### config.mk
export PLATFORM = sky130hd
export DESIGN_NAME = sop_slice
export DESIGN_NICKNAME = d
export VERILOG_FILES = /design/src/rtl/sop_pkg.sv /design/src/rtl/sop_cfg_chain.sv /design/src/rtl/sop_and_plane.sv /design/src/rtl/sop_macrocell.sv /design/src/rtl/sop_slice.sv
export SDC_FILE = /design/constraint.sdc
export NUM_CORES = 1
export LEC_CHECK = 0
export BUFFER_PORTS_ARGS = -buffer_cell sky130_fd_sc_hd__buf_2
export CAP_MARGIN = 15
export CORE_MARGIN = 2
export CORE_UTILIZATION = 42
export CTS_BUF_LIST = sky130_fd_sc_hd__clkbuf_16
export DETAILED_ROUTE_END_ITERATION = 6
export PLACE_DENSITY = 0.63
export SLEW_MARGIN = 25
export SYNTH_ARGS = -nofsm -noshare
export SYNTH_HDL_FRONTEND = slang
export SYNTH_SLANG_ARGS = --single-unit
### constraint.sdc
create_clock -name clk -period 3.3 [get_ports clk]
set_input_delay 0.66 -clock clk [delete_from_list [all_inputs] [get_ports clk]]
set_output_delay 0.66 -clock clk [all_outputs]
set_load 0.02 [all_outputs]
### src/rtl/sop_pkg.sv
package sop_pkg;

  typedef struct packed {
    logic inv;
    logic reg_en;
  } mc_cfg_t;

  function automatic int grp_size(int k, int n_out, int tmin, int tmax);
    if (n_out < 2) return tmax;
    return tmin + (k * (tmax - tmin)) / (n_out - 1);
  endfunction

  function automatic int grp_base(int k, int n_out, int tmin, int tmax);
    int acc;
    acc = 0;
    for (int j = 0; j < k; j++) acc += grp_size(j, n_out, tmin, tmax);
    return acc;
  endfunction

endpackage

### src/rtl/sop_cfg_chain.sv
module sop_cfg_chain #(
  parameter int W = 16
) (
  input  logic         clk,
  input  logic         rst,
  input  logic         shift_en,
  input  logic         bit_in,
  output logic [W-1:0] cfg
);

  always_ff @(posedge clk) begin
    if (rst) cfg <= '0;
    else if (shift_en) cfg <= {bit_in, cfg[W-1:1]};
  end

endmodule

### src/rtl/sop_and_plane.sv
module sop_and_plane #(
  parameter int NP    = 6,
  parameter int NTERM = 24,
  localparam int TB   = 2 * NP + 1
) (
  input  logic                clk,
  input  logic                rst,
  input  logic [NP-1:0]       plane,
  input  logic [NTERM*TB-1:0] tcfg,
  output logic [NTERM-1:0]    terms
);

  for (genvar t = 0; t < NTERM; t++) begin : g_term
    logic [TB-1:0] c;
    logic [NP-1:0] want_hi, want_lo, miss;

    assign c = tcfg[t*TB +: TB];

    always_comb begin
      for (int i = 0; i < NP; i++) begin
        want_hi[i] = c[2*i];
        want_lo[i] = c[2*i+1];
      end
    end

    assign miss     = (want_hi & ~plane) | (want_lo & plane);
    assign terms[t] = ~c[TB-1] & ~(|miss);

    AST_CONFLICT_ZERO: assert property (@(posedge clk) disable iff (rst)
      (|(want_hi & want_lo)) |-> !terms[t]);
    AST_DISABLED_ZERO: assert property (@(posedge clk) disable iff (rst)
      c[TB-1] |-> !terms[t]);
  end

endmodule

### src/rtl/sop_macrocell.sv
module sop_macrocell #(
  parameter int NT = 8
) (
  input  logic              clk,
  input  logic              rst,
  input  logic              hold,
  input  logic [NT-1:0]     terms,
  input  sop_pkg::mc_cfg_t  mcfg,
  output logic              fb,
  output logic              out
);

  logic sum, pol, q;

  assign sum = |terms;
  assign pol = sum ^ mcfg.inv;

  always_ff @(posedge clk) begin
    if (rst) q <= 1'b0;
    else if (!hold) q <= pol;
  end

  assign fb  = q;
  assign out = mcfg.reg_en ? q : pol;

  AST_HOLD_STABLE: assert property (@(posedge clk) disable iff (rst)
    hold |=> $stable(fb));

endmodule

### src/rtl/sop_slice.sv
module sop_slice #(
  parameter int N_IN  = 4,
  parameter int N_OUT = 2,
  parameter int TMIN  = 8,
  parameter int TMAX  = 16
) (
  input  logic             clk,
  input  logic             rst,
  input  logic             cfg_load,
  input  logic             cfg_bit,
  input  logic [N_IN-1:0]  din,
  output logic [N_OUT-1:0] dout
);

  localparam int NP        = N_IN + N_OUT;
  localparam int TB        = 2 * NP + 1;
  localparam int NTERM     = sop_pkg::grp_base(N_OUT, N_OUT, TMIN, TMAX);
  localparam int TERM_BITS = NTERM * TB;
  localparam int CFG_BITS  = TERM_BITS + 2 * N_OUT;

  logic [CFG_BITS-1:0] cfg_q;
  logic [NTERM-1:0]    terms;
  logic [N_OUT-1:0]    fb, mc_out;
  logic [NP-1:0]       plane;

  assign plane = {fb, din};

  sop_cfg_chain #(.W(CFG_BITS)) u_chain (
    .clk(clk), .rst(rst), .shift_en(cfg_load), .bit_in(cfg_bit), .cfg(cfg_q)
  );

  sop_and_plane #(.NP(NP), .NTERM(NTERM)) u_plane (
    .clk(clk), .rst(rst), .plane(plane),
    .tcfg(cfg_q[TERM_BITS-1:0]), .terms(terms)
  );

  for (genvar k = 0; k < N_OUT; k++) begin : g_out
    localparam int BASE = sop_pkg::grp_base(k, N_OUT, TMIN, TMAX);
    localparam int NT   = sop_pkg::grp_size(k, N_OUT, TMIN, TMAX);

    sop_macrocell #(.NT(NT)) u_mc (
      .clk(clk), .rst(rst), .hold(cfg_load),
      .terms(terms[BASE +: NT]),
      .mcfg(sop_pkg::mc_cfg_t'(cfg_q[TERM_BITS + 2*k +: 2])),
      .fb(fb[k]), .out(mc_out[k])
    );

    assign dout[k] = cfg_load ? 1'b0 : mc_out[k];
  end

  AST_LOAD_ZERO: assert property (@(posedge clk) disable iff (rst)
    cfg_load |-> (dout == '0));
  AST_RESET_CLEAR: assert property (@(posedge clk) disable iff (rst)
    $fell(rst) |-> (fb == '0));

endmodule

== After elaboration in Yosys (flattened, before gate mapping) ==
Cells that the tools add are included.

* Bits in registers: 318
* Input port bits: 8
* Logic and storage cells: 180
* Output and inout bits: 2

* Bitwise gates (word level): 147
* Mux-type cells: 4
* Reductions and logical operators: 26

{| class="wikitable"
|+ Operators with widths
! cell !! number
|-
| $and A6 B6 Y6 || 48
|-
| $or A6 B6 Y6 || 24
|-
| $reduce_or A6 Y1 || 24
|-
| $not A1 Y1 || 48
|-
| $and A1 B1 Y1 || 24
|-
| $reduce_or A16 Y1 || 1
|-
| $reduce_or A8 Y1 || 1
|-
| $not A6 Y6 || 1
|-
| $mux W1 || 4
|-
| $xor A1 B1 Y1 || 2
|}

== Depth between registers and ports, before layout ==
Gate-level depths: netlist of the first run.

* Depth in word-level cells: 10
* Mapped depth: 9
* Mapped depth without buffers: 7

== Cells and area by module ==
From an unflattened synthesis of the first run, not the netlist that was laid out.

* Cell total of the unflattened synthesis: 1283
* Area total of the unflattened synthesis: 13570.5 µm²

{| class="wikitable"
|+ By module, submodules not included
! module !! area an instance (µm²) !! cells each !! times used !! seq. area each (µm²)
|-
| sop_cfg_chain || 11184.5 || 1018 || 1 || 6326.1
|-
| sop_and_plane || 2145.8 || 234 || 1 || 0.0
|-
| sop_macrocell at g_out[0].u_mc || 117.6 || 15 || 1 || 20.0
|-
| sop_macrocell at g_out[1].u_mc || 110.1 || 14 || 1 || 20.0
|-
| sop_slice || 12.5 || 2 || 1 || 0.0
|}

== Least setup slack after synthesis of the first run ==
No wires, ideal clock.

* Path type: input-to-output
* Start point: input din[0]
* End point: output dout[1]
* Path buffers: 2
* Data required time: 2640 ps
* Setup slack: 405 ps
* Stages on the path: 8
* Arrival time: 2235 ps
* Cell sequence: buf_6 -> buf_12 -> mux2i_1 -> nand4_1 -> nor3_1 -> nor4_2 -> nand4_1 -> o311ai_1

* Longest elaborated chain between the ends: 10
* Elaborated cells between the ends (all ways): 101
* Those cells by class: mux (2); bitwise (82); reduce/logical (17)

{| class="wikitable"
|+ RTL lines
! element !! line !! source
|-
| start: declaration || sop_slice.sv:11 || <nowiki>input logic [N_IN-1:0] din,</nowiki>
|-
| $not A6 Y6 || sop_and_plane.sv:26 || <nowiki>assign miss = (want_hi & ~plane) | (want_lo & plane);</nowiki>
|-
| $and A6 B6 Y6 || sop_and_plane.sv:26 ||
|-
| $or A6 B6 Y6 || sop_and_plane.sv:26 ||
|-
| $reduce_or A6 Y1 || sop_and_plane.sv:27 || <nowiki>assign terms[t] = ~c[TB-1] & ~(|miss);</nowiki>
|-
| $not A1 Y1 || sop_and_plane.sv:27 ||
|-
| $and A1 B1 Y1 || sop_and_plane.sv:27 ||
|-
| $reduce_or A16 Y1 (*) || sop_macrocell.sv:15 || <nowiki>assign sum = |terms;</nowiki>
|-
| $xor A1 B1 Y1 (*) || sop_macrocell.sv:16 || <nowiki>assign pol = sum ^ mcfg.inv;</nowiki>
|-
| $mux W1 (*) || sop_macrocell.sv:24 || <nowiki>assign out = mcfg.reg_en ? q : pol;</nowiki>
|-
| $mux W1 (*) || sop_slice.sv:48 || <nowiki>assign dout[k] = cfg_load ? 1'b0 : mc_out[k];</nowiki>
|-
| end: declaration || sop_slice.sv:12 || <nowiki>output logic [N_OUT-1:0] dout</nowiki>
|}

Every way passes the cells marked *; elsewhere a longest branch is shown, timed or not.

== Worst setup path in the final report of the first run ==
* Start point: register g_out[0].u_mc.q
* End point: output dout[1]

* Longest elaborated chain between the ends: 10
* Elaborated cells between the ends (all ways): 101
* Those cells by class: mux (2); bitwise (82); reduce/logical (17)

{| class="wikitable"
|+ RTL lines
! element !! line !! source
|-
| start: declaration || sop_macrocell.sv:13 || <nowiki>logic sum, pol, q;</nowiki>
|-
| start signal: assignment || sop_macrocell.sv:20 || <nowiki>else if (!hold) q <= pol;</nowiki>
|-
| $not A6 Y6 || sop_and_plane.sv:26 ||
|-
| $and A6 B6 Y6 || sop_and_plane.sv:26 ||
|-
| $or A6 B6 Y6 || sop_and_plane.sv:26 ||
|-
| $reduce_or A6 Y1 || sop_and_plane.sv:27 ||
|-
| $not A1 Y1 || sop_and_plane.sv:27 ||
|-
| $and A1 B1 Y1 || sop_and_plane.sv:27 ||
|-
| $reduce_or A16 Y1 (*) || sop_macrocell.sv:15 ||
|-
| $xor A1 B1 Y1 (*) || sop_macrocell.sv:16 ||
|-
| $mux W1 (*) || sop_macrocell.sv:24 ||
|-
| $mux W1 (*) || sop_slice.sv:48 ||
|}

Marked as above.

==> flow_summary.json, run 1 <==
{
  "synth_nets": 1288,
  "maxCapViolCount": 0,
  "drcViolationCount": 0,
  "synthTopCellsByArea": "dfxtp_1 (48%), mux2i_1 (35%), nor2_1 (9.0%), nand4_1 (1.2%), clkbuf_1 (1.1%)",
  "synth_top_area_share_pct": 48.0,
  "wl_mm": 25.9,
  "maxSlewViolCount": 0,
  "pre_cts_ws_ns": -0.103,
  "p_sw_mw": 1.71,
  "max_freq_ghz": 0.315,
  "gp_congestion": 0.737,
  "tritoncts": "built",
  "vdd_drop_max_mv": 0.341,
  "dpl.hpwl_mm": 16.1,
  "synthCells": 1280,
  "final_area_um2": 14800,
  "finalCritPeriodShare_pct": 96.2,
  "via_count": 8567,
  "holdPathEnd": "u_chain.cfg[0]",
  "p_comb_share_pct": 5.6,
  "die-area_um2": 33000,
  "p_clk_share_pct": 44.6,
  "grt_pass1_vias": 8209,
  "port_buffers": 9,
  "tns_ns": 0,
  "drive_above_1_share_pct": 7.63,
  "grt_pass1_wl_mm": 43.0,
  "placed_area_um2": 13700,
  "grt_max_degree": 90,
  "final_hold_viol_count": 0,
  "worst_pin_slew_ns": 0.745,
  "yosysWarnings": 0,
  "dr.pass1.iters": 4,
  "numCtsBuffers": 35,
  "netSwitchingFraction_pct": 22.1,
  "final_cells": 1700,
  "r2r_cells": 8,
  "ys_ff_latch": 318,
  "grt_util_all_layers_pct": 15.7,
  "required_ns": 2.64,
  "htreeDepth": 2,
  "netlist_area_um2": 13200,
  "seq_area_frac_synth_pct": 48.0,
  "antenna_found_initial": 0,
  "die_height_um": 182,
  "clock_skew_ns": 0.0144,
  "pwr-share-seq_pct": 49.7,
  "status": "finished clean",
  "hold_ws_ns": 0.505,
  "synthToLayoutAreaGrowth_pct": 11.9,
  "setup_ws_ns": 0.126,
  "hold_path_class": "flop to flop",
  "antennaDiodeCount": 0,
  "synth_top_cell_by_area": "dfxtp_1",
  "coreArea_um2": 31300,
  "worstPathArrival_ns": 2.51,
  "dpl.cell_count": 1629,
  "die_x_um": 182,
  "avgSynthCellArea_um2": 10.4,
  "clock-sinks": 318,
  "start_util_pct": 42.3,
  "slew_headroom_pct": 50.3,
  "ant_nets": 0,
  "hold_path.startpoint": "u_chain.cfg[0]",
  "nNetsFinal": 1285,
  "first_iter_violations": 452,
  "ys_types": 22,
  "rrSetupSlack_ns": 1.43,
  "fin_crit_ns": 3.17,
  "clock_latency_ns": 0.50,
  "worstSetupPathType": "flop to output pin",
  "p_leak_nw": 6.75,
  "hold_depth": 2,
  "r2r-end": "g_out[1].u_mc.fb",
  "clk_path_buf_depth": 3,
  "setup_violations": 0,
  "cts.reportedPaths.clkPinSlew_ns": 0.05,
  "p_per_area_nw_per_um2": 522,
  "cts_hold_buf": 0,
  "avgViaCountPerCell": 5.04,
  "ios": 10,
  "cp-end-kind": "output pin",
  "row_count": 65,
  "r2r-start": "g_out[0].u_mc.fb",
  "cp_max_fo": 8,
  "wl_per_cell_um": 15.2,
  "internal-power_mw": 6.03,
  "cp-start-kind": "flop",
  "clock-root-buffer": "clkbuf_16",
  "grt_overflow": 0
}
[power by group through the flow]
stage / sequential, mW / clock, mW / combinational, mW
floorplan: 3.93 / 0 / 0.341
CTS: 3.85 / 3.55 / 0.420
global route: 3.85 / 3.69 / 0.458
detailed placement: 3.93 / 0 / 0.418
global placement: 3.93 / 0 / 0.418
finish: 3.85 / 3.45 / 0.436
[synthesized netlist by cell type]
master / number
a21oi_1: 2
a22o_1: 1
buf_1: 6
buf_12: 7
buf_2: 27
buf_6: 9
buf_8: 2
clkbuf_1: 39
dfxtp_1: 318
mux2i_1: 458
nand2_1: 29
nand2b_1: 1
nand3b_1: 2
nand4_1: 25
nor2_1: 317
nor2b_1: 1
nor3_1: 26
nor4_1: 3
nor4_2: 3
o2bb2ai_1: 1
o311ai_1: 2
xor2_1: 1
[cell usage in the layout (no fill, tap or decap)]
master,synthesis,layout
a21oi_1,2,2
a22o_1,1,1
buf_12,7,16
buf_2,27,6
buf_4,0,25
buf_8,2,3
clkbuf_16,0,37
clkinv_1,0,11
clkinv_2,0,1
dfxtp_1,318,316
dfxtp_2,0,1
dfxtp_4,0,1
inv_1,0,9
mux2i_1,458,458
nand2_1,29,29
nand2b_1,1,1
nand3b_1,2,2
nand4_1,25,25
nor2_1,317,317
nor2b_1,1,1
nor3_1,26,22
nor3_2,0,3
nor3_4,0,1
nor4_1,3,2
nor4_2,3,2
nor4_4,0,2
o2bb2ai_1,1,1
o311ai_1,2,1
o311ai_2,0,1
xor2_1,1,1
[state kept, by name (all words and copies together) (netlist names)]
register and flops:
u_chain.cfg 316, g_out.u_mc.fb 2
[how the worst max path moves through the flow]
stage / start / depth (start not counted) / slack (ns) / endpoint
final: g_out[0].u_mc.fb / 9 / 0.13 / dout[1]
after global routing: g_out[0].u_mc.fb / 8 / -0.007 / dout[1]
after CTS: g_out[1].u_mc.fb / 9 / 0.005 / dout[0]
after detailed placement: din[1] / 9 / -0.10 / dout[1]
after global placement: din[1] / 9 / -0.11 / dout[1]
after floorplan: din[0] / 8 / 0.41 / dout[1]
[final cells by class]
type | instances | area (um2)
clock buffer | 37 | 926
sequential | 318 | 6370
multi-input combinational | 872 | 6360
clock inverter | 21 | 80.1
tap | 402 | 503
fill | 2872 | 16500
timing repair buffer | 50 | 583
[stage by stage]
stage	total power, mW	util [%]
2_1_floorplan	4.27	-
3_3_place_gp	4.35	43.6
3_5_place_dp	4.35	43.6
4_1_cts	7.82	46.9
5_1_grt	7.99	47.4
6_report	7.74	47.4
[critical path, stage by stage, from the launching register on]
cell	delay (ns)
dfxtp_2	0.34
buf_8	0.15
mux2i_1	0.15
nand4_1	0.11
nor3_1	0.05
buf_4	0.14
nor4_4	0.28
nand4_1	0.22
o311ai_2	0.38
buf_4	0.21
[cell families (layout without fill, tap and decap cells)]
logic type                Yosys count  after routing  share of synthesized area [%]
muxes                             458            458                           34.6
and+or+nand+nor                   407            407                           12.6
DFF                               318            318                           48.0
buffers and inverters              90            108                           4.34
AOI/OAI and AO/OA                   6              6                          0.340
xor gates and xnor gates            1              1                         0.0661
[repair_timing]
action,in CTS,in global routing
pin swaps,2,5
endpoints found under the setup margin,2,2
buffers inserted,0,13
resized for setup,4,9
[routing by layer]
metal,global-route usage [%],part of all wire [%]
met2,24.5,45
met5,0,0
met1,22.7,51
met3,2.23,2.6
met4,4.59,1.7
Power figures use the tool's default switching activity.
==> run 2, diff against run 1 <==
- ABC_AREA: unset -> 1
- CORE_MARGIN: 2 -> unset
- PLACE_DENSITY: 0.63 -> unset
- PLACE_DENSITY_LB_ADDON: unset -> 0.12
==> run 2 against run 1 <==
Compared with the run above: final area fell by 1.8%; register-to-register slack hardly changed; total power increased by 2.9%; sequential share of layout area is 0.78 points higher; largest power group unchanged; highest routed layer unchanged.
==> flow_summary.json, run 2 <==
{
  "status": "finished clean",
  "required_ns": 2.64,
  "seq_area_frac_synth_pct": 47.8,
  "row_count": 64,
  "via_count": 11600,
  "p_leak_nw": 5.43,
  "finalCritPeriodShare_pct": 94.2,
  "ys_types": 25,
  "worst_pin_slew_ns": 0.732,
  "cp-end-kind": "output pin",
  "ant_nets": 0,
  "final_cells": 2311,
  "hold_ws_ns": 0.473,
  "r2r-end": "g_out[1].u_mc.fb",
  "max_freq_ghz": 0.322,
  "avgSynthCellArea_um2": 6.84,
  "ios": 10,
  "cts_setup_buffers": 0,
  "hold_depth": 2,
  "vdd_drop_max_mv": 0.356,
  "layout_common_cells": "nand2_1 (946), dfxtp_1 (316), a21oi_1 (314)",
  "cts.reportedPaths.clkPinSlew_ns": 0.06,
  "rrSetupSlack_ns": 1.43,
  "grt_max_degree": 150,
  "fin_crit_ns": 3.11,
  "seq_area_um2": 6370,
  "dominantRegCellSynth": "dfxtp_1",
  "synth_most_common_cell": "nand2_1",
  "setup_violations": 0,
  "tns_ns": 0,
  "synth_top_cell_by_area": "dfxtp_1",
  "grt_pass1_wl_mm": 56.5,
  "dpl.cell_count": 2249,
  "clock_latency_ns": 0.50,
  "async_flop_share_pct": 0,
  "dpl.hpwl_mm": 20.0,
  "synthCells": 1947,
  "fillCellCount": 3209,
  "synthTopCellsByArea": "dfxtp_1 (48%), nand2_1 (27%), a21oi_1 (12%), nor2_1 (3.2%), clkbuf_1 (2.4%)",
  "path_buf_inv": 2,
  "die_x_um": 180,
  "post-route-util_pct": 47.1,
  "crit_family": "simple AND/OR/NAND/NOR gates",
  "wl_mm": 34.6,
  "ys_ff_latch": 318,
  "die-area_um2": 32400,
  "cpMostUsedCell": "nand2_1",
  "cp_max_fo": 25,
  "final_hold_viol_count": 0,
  "wl_per_cell_um": 15.0,
  "cp.depth": 15,
  "placed_area_um2": 13500,
  "htreeDepth": 2,
  "pre_cts_ws_ns": 0.283,
  "holdPathEnd": "u_chain.cfg[62]",
  "avgViaCountPerCell": 5.03,
  "maxSlewViolCount": 0,
  "tritoncts": "built",
  "regMostFlops": "u_chain.cfg",
  "yosysWarnings": 0,
  "grt_pass1_vias": 10600,
  "grt_overflow": 0,
  "r2r_cells": 14,
  "netlist_area_um2": 13300,
  "die_height_um": 180,
  "synth_edf_count": 0,
  "start_util_pct": 43.1,
  "first_iter_violations": 1105,
  "clk_path_buf_depth": 3,
  "total_power_mw": 7.96,
  "antenna_found_initial": 0,
  "path_cells": "inv_6, nand2_1, nand2_1, nor2_1, nand2_1, nor2_1, nor2_1, nand2_1, nor2_2, nand2_1, nand2_1, nand2_1, nand2_1, nand2_1, buf_2",
  "nNetsFinal": 1899,
  "cts_hold_buf": 0,
  "multi_input_area_um2": 6070,
  "port_buffers": 9,
  "rsz0062_at_grt": "false",
  "setup_ws_ns": 0.191,
  "drcViolationCount": 0,
  "drive_above_1_share_pct": 4.91,
  "p_per_area_nw_per_um2": 547,
  "synth_top_area_share_pct": 47.8,
  "hold_path_class": "flop to flop",
  "gp_congestion": 0.768,
  "final_area_um2": 14600,
  "cpPeakStageDelay_ns": 0.41,
  "worstSetupPathType": "flop to output pin",
  "coreArea_um2": 30900,
  "worstPathArrival_ns": 2.45,
  "synth_nets": 1955,
  "crit_slowest_cell": "dfxtp_4",
  "clock-sinks": 318,
  "synthToLayoutAreaGrowth_pct": 9.40,
  "clock-root-buffer": "clkbuf_16",
  "slew_headroom_pct": 51.2,
  "r2r-start": "g_out[1].u_mc.fb",
  "antennaDiodeCount": 0,
  "maxCapViolCount": 0,
  "numCtsBuffers": 36,
  "mostFrequentLayoutCell": "nand2_1",
  "dr.pass1.iters": 5,
  "hold_path.startpoint": "u_chain.cfg[62]",
  "synth_common_cells": "nand2_1 (946), dfxtp_1 (318), a21oi_1 (314)",
  "cp-start-kind": "flop",
  "clock_skew_ns": 0.00687,
  "grt_util_all_layers_pct": 21.1,
  "largest_reg_flops": 316
}
run 2: cells by family (layout without fill, tap and decap cells):
group	count (synthesis)	count (layout)	synth area share [%]
and+or+nand+nor	1098	1098	31.4
AOI/OAI and AO/OA	357	357	14.1
buffers and inverters	174	142	6.59
DFF	318	318	47.8
run 2: repair_timing:
action | CTS | global route
hold endpoints to repair | 0 | 0
pin swaps | 0 | 0
gates resized for setup | 1 | 2
endpoints found under the setup margin | 2 | 2
run 2: layout make-up:
type / instances / area share (%)
clock buffer: 37 / 6.36
tap: 396 / 3.40
sequential: 318 / 43.7
timing repair buffer: 41 / 2.78
multi-input combinational: 1455 / 41.7
inverter: 39 / 1.18
clock inverter: 25 / 0.859
run 2: per-layer routing:
metal	wire, um	vias to the layer above	part of all wire (%)	track usage, %
li1	-	6067	-	-
met1	17500	5342	51	30.8
met2	15200	175	44	33.1
met3	1270	50	3.7	2.81
met4	625	0	1.8	4.92
met5	0	-	0	0
run 2: worst min-delay path, cell delays in order, from the launching register on:
cell and delay (ns):
dfxtp_1 0.31, nand2_1 0.06, a21oi_1 0.05
run 2: report_power, final:
part	switching, mW	total (mW)	leakage, nW	internal (mW)
Sequential	0.0305	3.91	2.57	3.87
Clock	1.52	3.60	0.555	2.09
Combinational	0.351	0.453	2.31	0.103
run 2: worst max-delay path by stage:
stage / startpoint / endpoint / slack (ns)
finish: g_out[1].u_mc.fb / dout[1] / 0.19
global route: g_out[1].u_mc.fb / dout[1] / 0.02
global placement: din[1] / dout[1] / 0.28
CTS: g_out[0].u_mc.fb / dout[1] / 0.006
floorplan: din[1] / dout[1] / 0.89
detailed placement: din[1] / dout[1] / 0.28
